File: src/rtl/bmt_pkg.sv
package bmt_pkg;

    typedef enum logic [1:0] {
        K_INC,
        K_DEC,
        K_FIX,
        K_ALT
    } step_kind_t;

    typedef enum logic [2:0] {
        S_IDLE,
        S_PUSH,
        S_PREP,
        S_READ,
        S_HOLD,
        S_WRITE,
        S_POP,
        S_TAIL
    } seq_state_t;

    localparam logic [7:0] OP_UP_UP    = 8'h73;
    localparam logic [7:0] OP_DN_DN    = 8'h C3;
    localparam logic [7:0] OP_UP_FIX   = 8'hD3;
    localparam logic [7:0] OP_UP_ALT   = 8'hE3;
    localparam logic [7:0] OP_ALT_UP   = 8'hF3;

    localparam int SP_W      = 8;
    localparam int SAVE_REGS = 3;
    localparam int PREP_CYC  = 8;
    localparam int HOLD_CYC  = 4;
    localparam int TAIL_CYC  = 3;
    localparam int ELEM_CYC  = HOLD_CYC + 2;
    localparam int OVERHEAD  = 2 * SAVE_REGS + PREP_CYC + TAIL_CYC;

endpackage

File: src/rtl/bmt_decode.sv
module bmt_decode
    import bmt_pkg::*;
(
    input  logic [7:0]  opcode,
    output logic        valid,
    output step_kind_t  src_kind,
    output step_kind_t  dst_kind
);

    always_comb begin
        valid    = 1'b1;
        src_kind = K_INC;
        dst_kind = K_INC;
        case (opcode)
            OP_UP_UP:  begin src_kind = K_INC; dst_kind = K_INC; end
            OP_DN_DN:  begin src_kind = K_DEC; dst_kind = K_DEC; end
            OP_UP_FIX: begin src_kind = K_INC; dst_kind = K_FIX; end
            OP_UP_ALT: begin src_kind = K_INC; dst_kind = K_ALT; end
            OP_ALT_UP: begin src_kind = K_ALT; dst_kind = K_INC; end
            default:   valid = 1'b0;
        endcase
    end

endmodule

File: src/rtl/bmt_addr_unit.sv
module bmt_addr_unit
    import bmt_pkg::*;
#(
    parameter int AW = 16
) (
    input  logic          clk,
    input  logic          rst_n,
    input  logic          load,
    input  logic [AW-1:0] base,
    input  logic          step,
    input  step_kind_t    kind,
    output logic [AW-1:0] addr
);

    logic [AW-1:0] ptr;
    logic          tog;

    always_ff @(posedge clk) begin
        if (!rst_n) begin
            ptr <= '0;
            tog <= 1'b0;
        end else if (load) begin
            ptr <= base;
            tog <= 1'b0;
        end else if (step) begin
            unique case (kind)
                K_INC: ptr <= ptr + AW'(1);
                K_DEC: ptr <= ptr - AW'(1);
                K_FIX: ptr <= ptr;
                K_ALT: tog <= ~tog;
            endcase
        end
    end

    assign addr = ptr + AW'(tog);

    // an up-step moves the address by one
    assert_inc_step_R5: assert property (@(posedge clk) disable iff (!rst_n)
        (step && !load && kind == K_INC) |=> addr == $past(addr) + AW'(1));

    // a down-step moves the address back by one
    assert_dec_step_R6: assert property (@(posedge clk) disable iff (!rst_n)
        (step && !load && kind == K_DEC) |=> addr == $past(addr) - AW'(1));

    // a fixed address never moves
    assert_fix_hold_R7: assert property (@(posedge clk) disable iff (!rst_n)
        (step && !load && kind == K_FIX) |=> $stable(addr));

    // alternation goes base -> base+1 -> base
    assert_alt_up_R8: assert property (@(posedge clk) disable iff (!rst_n)
        (step && !load && kind == K_ALT && !tog) |=> addr == $past(addr) + AW'(1));
    assert_alt_back_R8: assert property (@(posedge clk) disable iff (!rst_n)
        (step && !load && kind == K_ALT && tog) |=> addr == $past(addr) - AW'(1));

    // every load restarts at the base
    assert_load_base_R8: assert property (@(posedge clk) disable iff (!rst_n)
        load |=> addr == $past(base));

endmodule

File: src/rtl/block_move_engine.sv
module block_move_engine
    import bmt_pkg::*;
#(
    parameter int AW    = 16,
    parameter int DW    = 8,
    parameter int CNT_W = 16
) (
    input  logic             clk,
    input  logic             rst_n,
    input  logic             start,
    input  logic [7:0]       opcode,
    input  logic [AW-1:0]    src_base,
    input  logic [AW-1:0]    dst_base,
    input  logic [CNT_W-1:0] length,
    input  logic [DW-1:0]    a_in,
    input  logic [DW-1:0]    x_in,
    input  logic [DW-1:0]    y_in,
    input  logic [7:0]       sp_in,
    output logic             mem_req,
    output logic             mem_we,
    output logic [AW-1:0]    mem_addr,
    output logic [DW-1:0]    mem_wdata,
    input  logic [DW-1:0]    mem_rdata,
    output logic             busy,
    output logic             done,
    output logic [DW-1:0]    a_out,
    output logic [DW-1:0]    x_out,
    output logic [DW-1:0]    y_out
);

    localparam int TMR_W = $clog2(PREP_CYC);
    localparam logic [AW-1:0] STACK_BASE = AW'(16'h0100);

    seq_state_t state, state_nx;
    logic [TMR_W-1:0] tmr, tmr_lim;
    logic             tmr_last;

    logic             dec_valid;
    step_kind_t       dec_src, dec_dst;
    step_kind_t       src_kind_q, dst_kind_q;
    logic             go;

    logic [CNT_W-1:0] cnt;
    logic             last_elem;
    logic [DW-1:0]    a_sv, x_sv, y_sv, data_q;
    logic [SP_W-1:0]  sp_sv, sp_push, sp_pop;
    logic             pop_vld;
    logic [1:0]       pop_sel;

    logic [1:0][AW-1:0] unit_base;
    step_kind_t [1:0]   unit_kind;
    logic [1:0][AW-1:0] unit_addr;
    logic               unit_step;

    bmt_decode u_decode (
        .opcode   (opcode),
        .valid    (dec_valid),
        .src_kind (dec_src),
        .dst_kind (dec_dst)
    );

    assign go = (state == S_IDLE) && start && dec_valid;

    // index 0 = source, index 1 = destination
    assign unit_base[0] = src_base;
    assign unit_base[1] = dst_base;
    assign unit_kind[0] = src_kind_q;
    assign unit_kind[1] = dst_kind_q;
    assign unit_step    = (state == S_WRITE);

    for (genvar g = 0; g < 2; g++) begin : g_addr
        bmt_addr_unit #(.AW(AW)) u_unit (
            .clk   (clk),
            .rst_n (rst_n),
            .load  (go),
            .base  (unit_base[g]),
            .step  (unit_step),
            .kind  (unit_kind[g]),
            .addr  (unit_addr[g])
        );
    end

    // per-state dwell length
    always_comb begin
        unique case (state)
            S_PUSH:  tmr_lim = TMR_W'(SAVE_REGS - 1);
            S_PREP:  tmr_lim = TMR_W'(PREP_CYC - 1);
            S_HOLD:  tmr_lim = TMR_W'(HOLD_CYC - 1);
            S_POP:   tmr_lim = TMR_W'(SAVE_REGS - 1);
            S_TAIL:  tmr_lim = TMR_W'(TAIL_CYC - 1);
            default: tmr_lim = '0;
        endcase
    end
    assign tmr_last  = (tmr == tmr_lim);
    assign last_elem = (cnt == CNT_W'(1));

    always_comb begin
        state_nx = state;
        unique case (state)
            S_IDLE:  if (go)       state_nx = S_PUSH;
            S_PUSH:  if (tmr_last) state_nx = S_PREP;
            S_PREP:  if (tmr_last) state_nx = S_READ;
            S_READ:                state_nx = S_HOLD;
            S_HOLD:  if (tmr_last) state_nx = S_WRITE;
            S_WRITE:               state_nx = last_elem ? S_POP : S_READ;
            S_POP:   if (tmr_last) state_nx = S_TAIL;
            S_TAIL:  if (tmr_last) state_nx = S_IDLE;
        endcase
    end

    // state register
    always_ff @(posedge clk) begin
        if (!rst_n) state <= S_IDLE;
        else        state <= state_nx;
    end

    // datapath
    always_ff @(posedge clk) begin
        if (!rst_n) begin
            tmr        <= '0;
            cnt        <= '0;
            a_sv       <= '0;
            x_sv       <= '0;
            y_sv       <= '0;
            sp_sv      <= '0;
            data_q     <= '0;
            src_kind_q <= K_INC;
            dst_kind_q <= K_INC;
            pop_vld    <= 1'b0;
            pop_sel    <= '0;
            a_out      <= '0;
            x_out      <= '0;
            y_out      <= '0;
        end else begin
            tmr <= (state_nx != state) ? '0 : tmr + TMR_W'(1);
            if (go) begin
                cnt        <= length;
                a_sv       <= a_in;
                x_sv       <= x_in;
                y_sv       <= y_in;
                sp_sv      <= sp_in;
                src_kind_q <= dec_src;
                dst_kind_q <= dec_dst;
            end
            if (state == S_WRITE) cnt <= cnt - CNT_W'(1);
            if (state == S_HOLD && tmr == '0) data_q <= mem_rdata;
            pop_vld <= (state == S_POP);
            pop_sel <= tmr[1:0];
            if (pop_vld) begin
                case (pop_sel)
                    2'd0:    y_out <= mem_rdata;
                    2'd1:    x_out <= mem_rdata;
                    default: a_out <= mem_rdata;
                endcase
            end
        end
    end

    assign sp_push = sp_sv - SP_W'(tmr);
    assign sp_pop  = sp_sv - SP_W'(SAVE_REGS - 1) + SP_W'(tmr);

    // outputs
    always_comb begin
        mem_req   = 1'b0;
        mem_we    = 1'b0;
        mem_addr  = '0;
        mem_wdata = '0;
        busy      = (state != S_IDLE);
        done      = (state == S_TAIL) && tmr_last;
        unique case (state)
            S_PUSH: begin
                mem_req  = 1'b1;
                mem_we   = 1'b1;
                mem_addr = STACK_BASE | AW'(sp_push);
                case (tmr)
                    TMR_W'(0): mem_wdata = a_sv;
                    TMR_W'(1): mem_wdata = x_sv;
                    default:   mem_wdata = y_sv;
                endcase
            end
            S_READ: begin
                mem_req  = 1'b1;
                mem_addr = unit_addr[0];
            end
            S_WRITE: begin
                mem_req   = 1'b1;
                mem_we    = 1'b1;
                mem_addr  = unit_addr[1];
                mem_wdata = data_q;
            end
            S_POP: begin
                mem_req  = 1'b1;
                mem_addr = STACK_BASE | AW'(sp_pop);
            end
            default: ;
        endcase
    end

    // unknown opcodes are refused
    assert_bad_opcode_R1: assert property (@(posedge clk) disable iff (!rst_n)
        (state == S_IDLE && start && !dec_valid) |=> !busy);

    // the first busy cycle pushes A
    assert_first_push_R2: assert property (@(posedge clk) disable iff (!rst_n)
        $rose(busy) |-> (mem_req && mem_we && mem_wdata == a_sv));

    // the byte written is the byte returned after the read
    assert_write_data_R4: assert property (@(posedge clk) disable iff (!rst_n)
        (state == S_WRITE) |-> mem_wdata == $past(mem_rdata, HOLD_CYC));

    // done lies inside busy and closes it; busy never drops early
    assert_done_in_busy_R11: assert property (@(posedge clk) disable iff (!rst_n)
        done |-> busy);
    assert_done_ends_R11: assert property (@(posedge clk) disable iff (!rst_n)
        done |=> !busy);
    assert_busy_holds_R11: assert property (@(posedge clk) disable iff (!rst_n)
        (busy && !done) |=> busy);

    // requests only while busy
    assert_req_in_busy_R12: assert property (@(posedge clk) disable iff (!rst_n)
        mem_req |-> busy);

endmodule

File: config.mk
export PLATFORM = sky130hd
export DESIGN_NAME = block_move_engine
export DESIGN_NICKNAME = d
export VERILOG_FILES = /design/src/rtl/bmt_pkg.sv /design/src/rtl/bmt_decode.sv /design/src/rtl/bmt_addr_unit.sv /design/src/rtl/block_move_engine.sv
export SDC_FILE = /design/constraint.sdc
export NUM_CORES = 1
export LEC_CHECK = 0
export BUFFER_PORTS_ARGS = -buffer_cell sky130_fd_sc_hd__buf_2
export CAP_MARGIN = 10
export CORE_ASPECT_RATIO = 0.5
export CORE_UTILIZATION = 50
export CTS_CLUSTER_SIZE = 20
export DETAILED_ROUTE_END_ITERATION = 10
export PLACE_DENSITY = 0.73
export REMOVE_ABC_BUFFERS = 1
export SYNTH_ARGS = -nofsm -noshare
export SYNTH_HDL_FRONTEND = slang
export SYNTH_SLANG_ARGS = --single-unit
File: constraint.sdc
create_clock -name clk -period 4.38 [get_ports clk]
set_clock_uncertainty 0.2 [all_clocks]
set_input_delay 0.438 -clock clk [delete_from_list [all_inputs] [get_ports clk]]
set_output_delay 0.438 -clock clk [all_outputs]
set_load 0.05 [all_outputs]
After elaboration in Yosys (flattened, before gate mapping)
Index checks and enable logic that the tools add are counted.
{"block": "totals", "regBits": 127, "elab_cells": 107, "input_bits": 99, "out_inout_bits": 52}
{"block": "classes", "n_mux": 25, "eq_ne": 21, "addsub": 11, "bitwise_logic": 4, "reduce_logical": 27}
{"cell": "2-to-1 mux 16 bit", "count": 6}
{"cell": "one-hot mux 16 bit (2 select lines)", "count": 2}
{"cell": "one-hot mux 16 bit (4 select lines)", "count": 1}
{"cell": "subtractor 16 x 1 -> 16 bit, second input constant", "count": 3}
{"cell": "adder 16 x 1 -> 16 bit", "count": 2}
{"cell": "adder 16 x 1 -> 16 bit, second input constant", "count": 2}
{"cell": "== test 8 bit, second input constant", "count": 4}
{"cell": "one-hot mux 8 bit (2 select lines)", "count": 2}
{"cell": "one-hot mux 3 bit (8 select lines)", "count": 1}
{"cell": "2-to-1 mux 3 bit", "count": 7}
{"cell": "== test 16 x 1 -> 1 bit, second input constant", "count": 1}
{"cell": "AND reduction 2 bit", "count": 7}
{"cell": "== test 3 bit, second input constant", "count": 4}
{"cell": "one-hot mux 3 bit (3 select lines)", "count": 1}
{"cell": "nonzero test 3 bit", "count": 3}
{"cell": "adder 8 x 3 -> 8 bit", "count": 1}
{"cell": "== test 8 x 7 -> 1 bit, second input constant", "count": 1}
{"cell": "OR reduction 2 bit", "count": 4}
{"cell": "subtractor 8 x 2 -> 8 bit, second input constant", "count": 1}
{"cell": "subtractor 8 x 3 -> 8 bit", "count": 1}
{"cell": "== test 2 x 1 -> 1 bit, second input constant", "count": 3}
{"cell": "== test 3 x 1 -> 1 bit, second input constant", "count": 2}
{"cell": "== test 3 x 2 -> 1 bit, second input constant", "count": 2}
{"cell": "zero test 2 bit", "count": 3}
{"cell": "14 further kinds", "count": 24}

Longest topological paths before layout
Gate-level depths: netlist (run 1).
{"block": "depth", "ltp_word": 8, "depth_mapped": 11, "mapped_depth_nobuf": 11}

Cells and area by module
A second synthesis (run 1) with hierarchy kept.
{"block": "unflattened", "cells_unflattened": 1102, "area_unflattened_um2": 8489.4}
{"module": "block_move_engine", "instances": 1, "cells_per_inst": 615, "seq_area_each_um2": 1861.8, "area_per_inst_um2": 4931.0}
{"module": "bmt_addr_unit (g_addr[0].u_unit)", "instances": 1, "cells_per_inst": 245, "seq_area_each_um2": 340.3, "area_per_inst_um2": 1785.5}
{"module": "bmt_addr_unit (g_addr[1].u_unit)", "instances": 1, "cells_per_inst": 231, "seq_area_each_um2": 340.3, "area_per_inst_um2": 1666.6}
{"module": "bmt_decode", "instances": 1, "cells_per_inst": 11, "seq_area_each_um2": 0.0, "area_per_inst_um2": 106.4}

Worst setup path before layout (run 1)
Ideal clock, no wire load.
{"block": "synth_path", "path_type": "flip-flop to output port", "startpoint": "register tmr[0]", "endpoint": "output port mem_addr[4]", "required_time_ps": 3742, "path_stages_with_launch": 8, "path_buffers": 0, "path_slack_ps": 1037, "t_arrival_ps": 2705, "path_cell_list": "dfxtp_1 -> ha_1 -> inv_1 -> fa_1 -> a211oi_1 -> xnor2_1 -> o21ai_0 -> o21ai_0"}
{"block": "synth_via", "elab_chain_len": 2, "elab_cells_between_ends": 3, "classes_between": "add/sub: 2; mux: 1"}
{"element": "start, declared", "line": "block_move_engine.sv:35", "rtl": "logic [TMR_W-1:0] tmr, tmr_lim;"}
{"element": "start signal, assigned", "line": "block_move_engine.sv:135", "rtl": "tmr <= (state_nx != state) ? '0 : tmr + TMR_W'(1);"}
{"element": "adder 8 x 3 -> 8 bit / subtractor 8 x 3 -> 8 bit (equally long branches)", "line": "block_move_engine.sv:160, block_move_engine.sv:159"}
{"element": "one-hot mux 16 bit (4 select lines) *", "line": "block_move_engine.sv:170", "rtl": "unique case (state)"}
{"element": "end, declared", "line": "block_move_engine.sv:21", "rtl": "output logic [AW-1:0] mem_addr,"}
Mark *: on every way between the ends. The rest lies on a longest branch, timed or not.

Worst setup path after layout (run 1)
{"block": "layout_path", "startpoint": "register tmr[1]", "endpoint": "output port mem_addr[7]"}
Same word-level chain as after synthesis.

==> impl_metrics.csv, run 1 <==
group,metric,value,unit
grt,met2_usage,0.4514,
final_layout,layout.nets,1360,
die,core_area,16390,um2
critical_path,path_max_fanout,6,
logic_synthesis,synth_cells,1081,
status,outcome,"finished, final reports clean",
drt,firstDrtPassIters,4,
timing,fin_crit,3.771,ns
hold_path,hp-class,"input port to register",
die,die_h,93.56,um
timing,grt_setup_unrepaired,"no",
die,die_x,185.1,um
timing,max_freq,265.2,MHz
grt,grt_pass1_vias,7717,
drt,via_per_inst,5.794,
clock_tree,cts.sinks,127,
final_layout,area_delta_synth_final,17.70,%
flow_run,maxCapViolCount,0,
critical_path,critPathKind,"register to primary output",
placement,gp_congestion,0.9047,
critical_path,worstSetupStartpointType,"register",
grt,use_met1,0.3691,
pwr,leakage,4.101,nW
logic_synthesis,synth.cell_area,8383,um2
final_layout,multi_input_area,5459,um2
timing,finalSetupTns,0,ns
logic_synthesis,synthTopCellsByArea,"dfxtp_1 (30%), ha_1 (8.1%), a21oi_1 (7.2%)",
logic_synthesis,synthFlopType,"dfxtp_1",
grt,grt_pass1_wl,37830,um
clock_tree,clkLatencyLatePin,0.42,ns
grt,grt_use_total,0.2755,
grt,antenna_found_initial,0,
drt,vias,8361,
clock_tree,cts_buffer_depth,2,
drt,drc,0,
clock_tree,tritoncts,"built",
grt,grt_max_degree,58,
logic_synthesis,synth_top_cell_area_share,0.3033,
timing,whs,0.04524,ns
logic_synthesis,synth.avg_cell_area,7.755,um2
logic_synthesis,synthDistinctLibCells,74,
grt,grt_overflow,0,
logic_synthesis,ys_seq_area_frac,0.3033,
clock_tree,cts-htree-levels,4,
die,ioPinCount,151,
timing,worstMarginPinSlew,1.185,ns
logic_synthesis,yosysMostFrequentCell,"nand2_1",
placement,dp_hpwl,16410,um
logic_synthesis,synth_common_cells,"nand2_1 (134), dfxtp_1 (127), a21oi_1 (121), nor2_1 (113), ha_1 (54)",
timing,finalSetupViolCount,0,
final_layout,n_fill_cell,1507,
drt,drtIter0Drc,599,
clock_tree,post-cts-setup-buffers,0,
grt,use_met3,0.05023,
die,rows,33,
final_layout,antenna_cells,0,
clock_tree,cts_inserted_buffers,17,
placement,placed_area,9268,um2
logic_synthesis,ys_ff_latch,127,
timing,relSlewSlack,0.2103,
pwr,max-vdd-ir-drop,312.3,uV
clock_tree,cts_root_buffer,"clkbuf_16",
grt,grt.busiest_layer,"met2",
clock_tree,clkTransAtPathRegs,0.07,ns
drt,post_drt_wl_per_cell,16.15,um
logic_synthesis,yosys_warnings,0,
critical_path,crit_path_end_kind,"primary output",
drt,antenna_left,0,
final_layout,fin_area,9867,um2
critical_path,crit_required,3.74,ns
timing,period_share,0.8610,
clock_tree,ctsResizeCount,0,
logic_synthesis,synth_edf_count,0,
pwr,power_density,335.4,nW/um2
final_layout,drive_gt1_frac,0.1711,
final_layout,seq_area,2542,um2
logic_synthesis,netlist.top_cell.by_area,"dfxtp_1",
drt,routed_wl,23300,um
timing,hold_viol,0,
critical_path,arrival,3.13,ns
die,start_util,0.5114,
timing,maxSlewViolCount,0,
die,dieArea,17320,um2
logic_synthesis,async_flop_share,0,
placement,portBuffers,150,
clock_tree,holdBufCountCts,0,
## stage by stage
step	utilization	power, mW	instances	setup slack, ns
2_1_floorplan	-	1.678	1022	0.8208
3_3_place_gp	0.5654	1.854	1411	1.124
3_5_place_dp	0.5654	1.866	1411	1.053
4_1_cts	0.6019	3.312	1443	0.6102
5_1_grt	0.6019	3.467	1443	0.3790
6_report	0.6019	3.309	1443	0.6086
## metal layers
layer / vias to the layer above / wire length [um]
met4: 0 / 335
met2: 298 / 10560
met1: 3885 / 11010
met5: - / 0
met3: 35 / 1396
li1: 4143 / -
## placed cells by master, fill, tap and decap left out, drive strengths merged, types with 28 or more instances in the layout
cell,count
xor2,28
inv,36
xnor2,34
nor2,115
o21ai,48
nand2,134
dfxtp,127
nand3,35
a21oi,121
ha,54
a211oi,30
buf,162
mux2i,29
## worst paths after layout
path / slack (ns) / start / end / cells after the start
setup / recovery: 0.61 / tmr[1] / mem_addr[7] / 12
hold / removal: 0.05 / dst_base[3] / g_addr[1].u_unit.ptr[3] / 3
setup reg to reg: 1.19 / state[1] / g_addr[0].u_unit.ptr[10] / 6
hold reg to reg: 0.25 / x_sv[7] / x_sv[7] / 2
## layout make-up
class | instances | area share
clock buffer | 22 | 0.04806
clock inverter | 10 | 0.01268
inverter | 36 | 0.01433
multi-input combinational | 859 | 0.5533
sequential | 127 | 0.2577
tap | 227 | 0.02879
timing repair buffer | 162 | 0.08521
## sequential cells by signal (all words and copies together), names as in the netlist
register and flops:
a_sv 8, g_addr.u_unit.ptr 32, x_out 8, cnt 16, tmr 3, dst_kind_q 2
data_q 8, src_kind_q 2, g_addr.u_unit.tog 2, sp_sv 8, a_out 8, y_sv 8
pop_vld 1, y_out 8, pop_sel 2, x_sv 8, state 3
## report_power, final
group | internal [mW] | switching [mW]
Sequential | 1.18 | 0.0409
Clock | 0.891 | 0.568
Combinational | 0.256 | 0.374
## worst max-delay path, stage by stage (launching register included)
cell and delay (ns):
dfxtp_1 0.36, inv_1 0.13, ha_1 0.32, inv_1 0.04, ha_1 0.21, fa_1 0.41
a21oi_1 0.14, o21bai_1 0.11, a21oi_1 0.17, o21bai_1 0.09, xnor2_1 0.14, a221o_1 0.37
buf_2 0.22
## logic make-up (layout without fill, tap and decap cells)
family,Yosys count,after routing,share of synthesized area
multiplexers,29,29,0.03463
buffers and inverters,95,230,0.04672
adder cells (fa/ha/maj),58,58,0.09015
flip-flops,127,127,0.3033
AO/OA/AOI/OAI,313,313,0.2346
XOR/XNOR,62,62,0.06478
AND/OR/NAND/NOR,397,397,0.2258
(Power assumes the default switching activity.)
==> run 2, diff against run 1 <==
==> constraint.sdc (replaced) <==
create_clock -name clk -period 4.38 [get_ports clk]
set_clock_uncertainty 0.2 [all_clocks]
set_input_delay 0.876 -clock clk [delete_from_list [all_inputs] [get_ports clk]]
set_output_delay 0.876 -clock clk [all_outputs]
set_load 0.05 [all_outputs]
==> run 2 against run 1 <==
Effect of this change:
- register-to-register slack got worse by 0.02 ns
- cell count rose by 0.35%
- flip-flop and latch count did not move
- via count rose by 0.57%
- clock power barely moved
- sequential power barely moved
- critical path depth did not move
- routed wire length fell by 0.51%
- power fell by 0.25%
- global-route usage fell by 0.80 points
- die area did not move
- critical path type unchanged
- highest routed layer unchanged
==> impl_metrics.csv, run 2 (same netlist as run 1, synthesis figures left out) <==
group,metric,value,unit
die,die_x,185.1,um
timing,relSlewSlack,0.3866,
die,ioPinCount,151,
critical_path,worstSetupStartpointType,"register",
drt,routed_wl,23180,um
final_layout,n_fill_cell,1487,
clock_tree,cts_inserted_buffers,17,
clock_tree,cts-htree-levels,4,
clock_tree,cts_root_buffer,"clkbuf_16",
status,outcome,"finished, final reports clean",
clock_tree,clkLatencyLatePin,0.42,ns
timing,finalSetupViolCount,0,
grt,grt_overflow,0,
final_layout,top_regs,"g_addr.u_unit.ptr: 32 flops, cnt: 16 flops",
timing,hold_viol,0,
pwr,total_power,3.301,mW
timing,whs,0.2525,ns
placement,dp_hpwl,16710,um
grt,grt_pass1_wl,36940,um
timing,period_share,0.9432,
grt,antenna_found_initial,0,
timing,grt_setup_unrepaired,"no",
placement,portBuffers,150,
die,die_h,93.56,um
clock_tree,cts.sinks,127,
critical_path,critPathKind,"register to primary output",
placement,gp_congestion,0.9006,
clock_tree,clkTransAtPathRegs,0.06,ns
pwr,max-vdd-ir-drop,292.8,uV
drt,drc,0,
critical_path,crit_required,3.30,ns
final_layout,largest_reg_flops,32,
drt,drtIter0Drc,607,
timing,finalSetupTns,0,ns
drt,vias,8409,
final_layout,drive_gt1_frac,0.1785,
pwr,power_density,333.4,nW/um2
flow_run,maxCapViolCount,0,
die,start_util,0.5114,
critical_path,arrival,3.06,ns
pwr,seqPwrFrac,0.371,
final_layout,multi_input_area,5459,um2
final_layout,final_common_cell,"buf_2",
drt,antenna_left,0,
final_layout,layout.nets,1365,
final_layout,final_cell_mix,"buf_2 (150), nand2_1 (134), dfxtp_1 (125), a21oi_1 (121), nor2_1 (113)",
clock_tree,holdBufCountCts,0,
clock_tree,cts_buffer_depth,2,
pwr,p_int,2.255,mW
die,rows,33,
timing,max_freq,242.1,MHz
drt,firstDrtPassIters,5,
final_layout,antenna_cells,0,
pwr,switchingPower,1.047,mW
final_layout,top_register,"g_addr.u_unit.ptr",
die,core_area,16390,um2
pwr,leakage,4.121,nW
die,dieArea,17320,um2
grt,grt_pass1_vias,7623,
grt,grt_max_degree,45,
drt,post_drt_wl_per_cell,16.01,um
pwr,pwr-share-clk,0.436,
pwr,combPwrFrac,0.193,
clock_tree,tritoncts,"built",
critical_path,path_max_fanout,4,
hold_path,hp-class,"register to register",
pwr,swShare,0.3170,
drt,via_per_inst,5.807,
critical_path,crit_path_end_kind,"primary output",
grt,grt_use_total,0.2674,
timing,worstMarginPinSlew,0.9188,ns
timing,fin_crit,4.131,ns
final_layout,seq_area,2545,um2
final_layout,area_delta_synth_final,18.10,%
timing,maxSlewViolCount,0,
-- run 2: worst paths after layout --
check / cells after the start / slack [ns] / end / from
hold / removal: 2 / 0.25 / x_sv[6] / x_sv[6]
setup / recovery: 12 / 0.25 / mem_addr[7] / sp_sv[1]
hold reg to reg: 2 / 0.25 / x_sv[6] / x_sv[6]
setup reg to reg: 7 / 1.17 / g_addr[1].u_unit.ptr[13] / state[0]
-- run 2: cell type report --
class / count / area share
multi-input combinational: 859 / 0.5514
clock inverter: 15 / 0.01693
clock buffer: 17 / 0.04297
timing repair buffer: 167 / 0.08871
inverter: 36 / 0.01428
sequential: 127 / 0.2570
tap: 227 / 0.02869
-- run 2: worst max-delay path: stages, from the launching register on --
cell	delay, ns
dfxtp_1	0.39
inv_1	0.06
ha_1	0.29
inv_1	0.05
ha_1	0.22
fa_1	0.41
a21oi_1	0.15
o21bai_1	0.11
a21oi_1	0.17
o21bai_1	0.10
xnor2_1	0.13
a221o_1	0.34
buf_2	0.21
-- run 2: repair_timing --
| action | CTS | global route |
|---|---|---|
| hold endpoints to repair | 0 | 0 |
| endpoints found under the setup margin | 0 | 1 |
| setup buffers | 0 | 0 |
| resized for setup | 0 | 3 |
-- run 2: through the flow --
stage	cells	util	area (um2)	setup slack [ns]
6_report	1448	0.6040	9901	0.2486
3_3_place_gp	1416	0.5677	9305	0.6877
5_1_grt	1448	0.6040	9901	0.03420
2_1_floorplan	1022	-	8132	0.5746
4_1_cts	1448	0.6038	9898	0.1290
3_5_place_dp	1416	0.5677	9305	0.5549
-- run 2: power groups by stage --
stage	combinational, mW	clock, mW	sequential, mW
after detailed placement	0.633	0	1.25
after floorplan	0.443	0	1.24
after CTS	0.636	1.46	1.22
after global routing	0.707	1.51	1.23
after global placement	0.615	0	1.24
final	0.639	1.44	1.22
-- run 2: per-layer routing --
metal	up-vias	wire length, um	global-route usage	part of all wire
met5	-	0	0	0
met4	0	272	0.06680	0.012
met3	24	1512	0.04478	0.065
met2	281	10470	0.4433	0.45
met1	3954	10930	0.3607	0.47
li1	4150	-	-	-
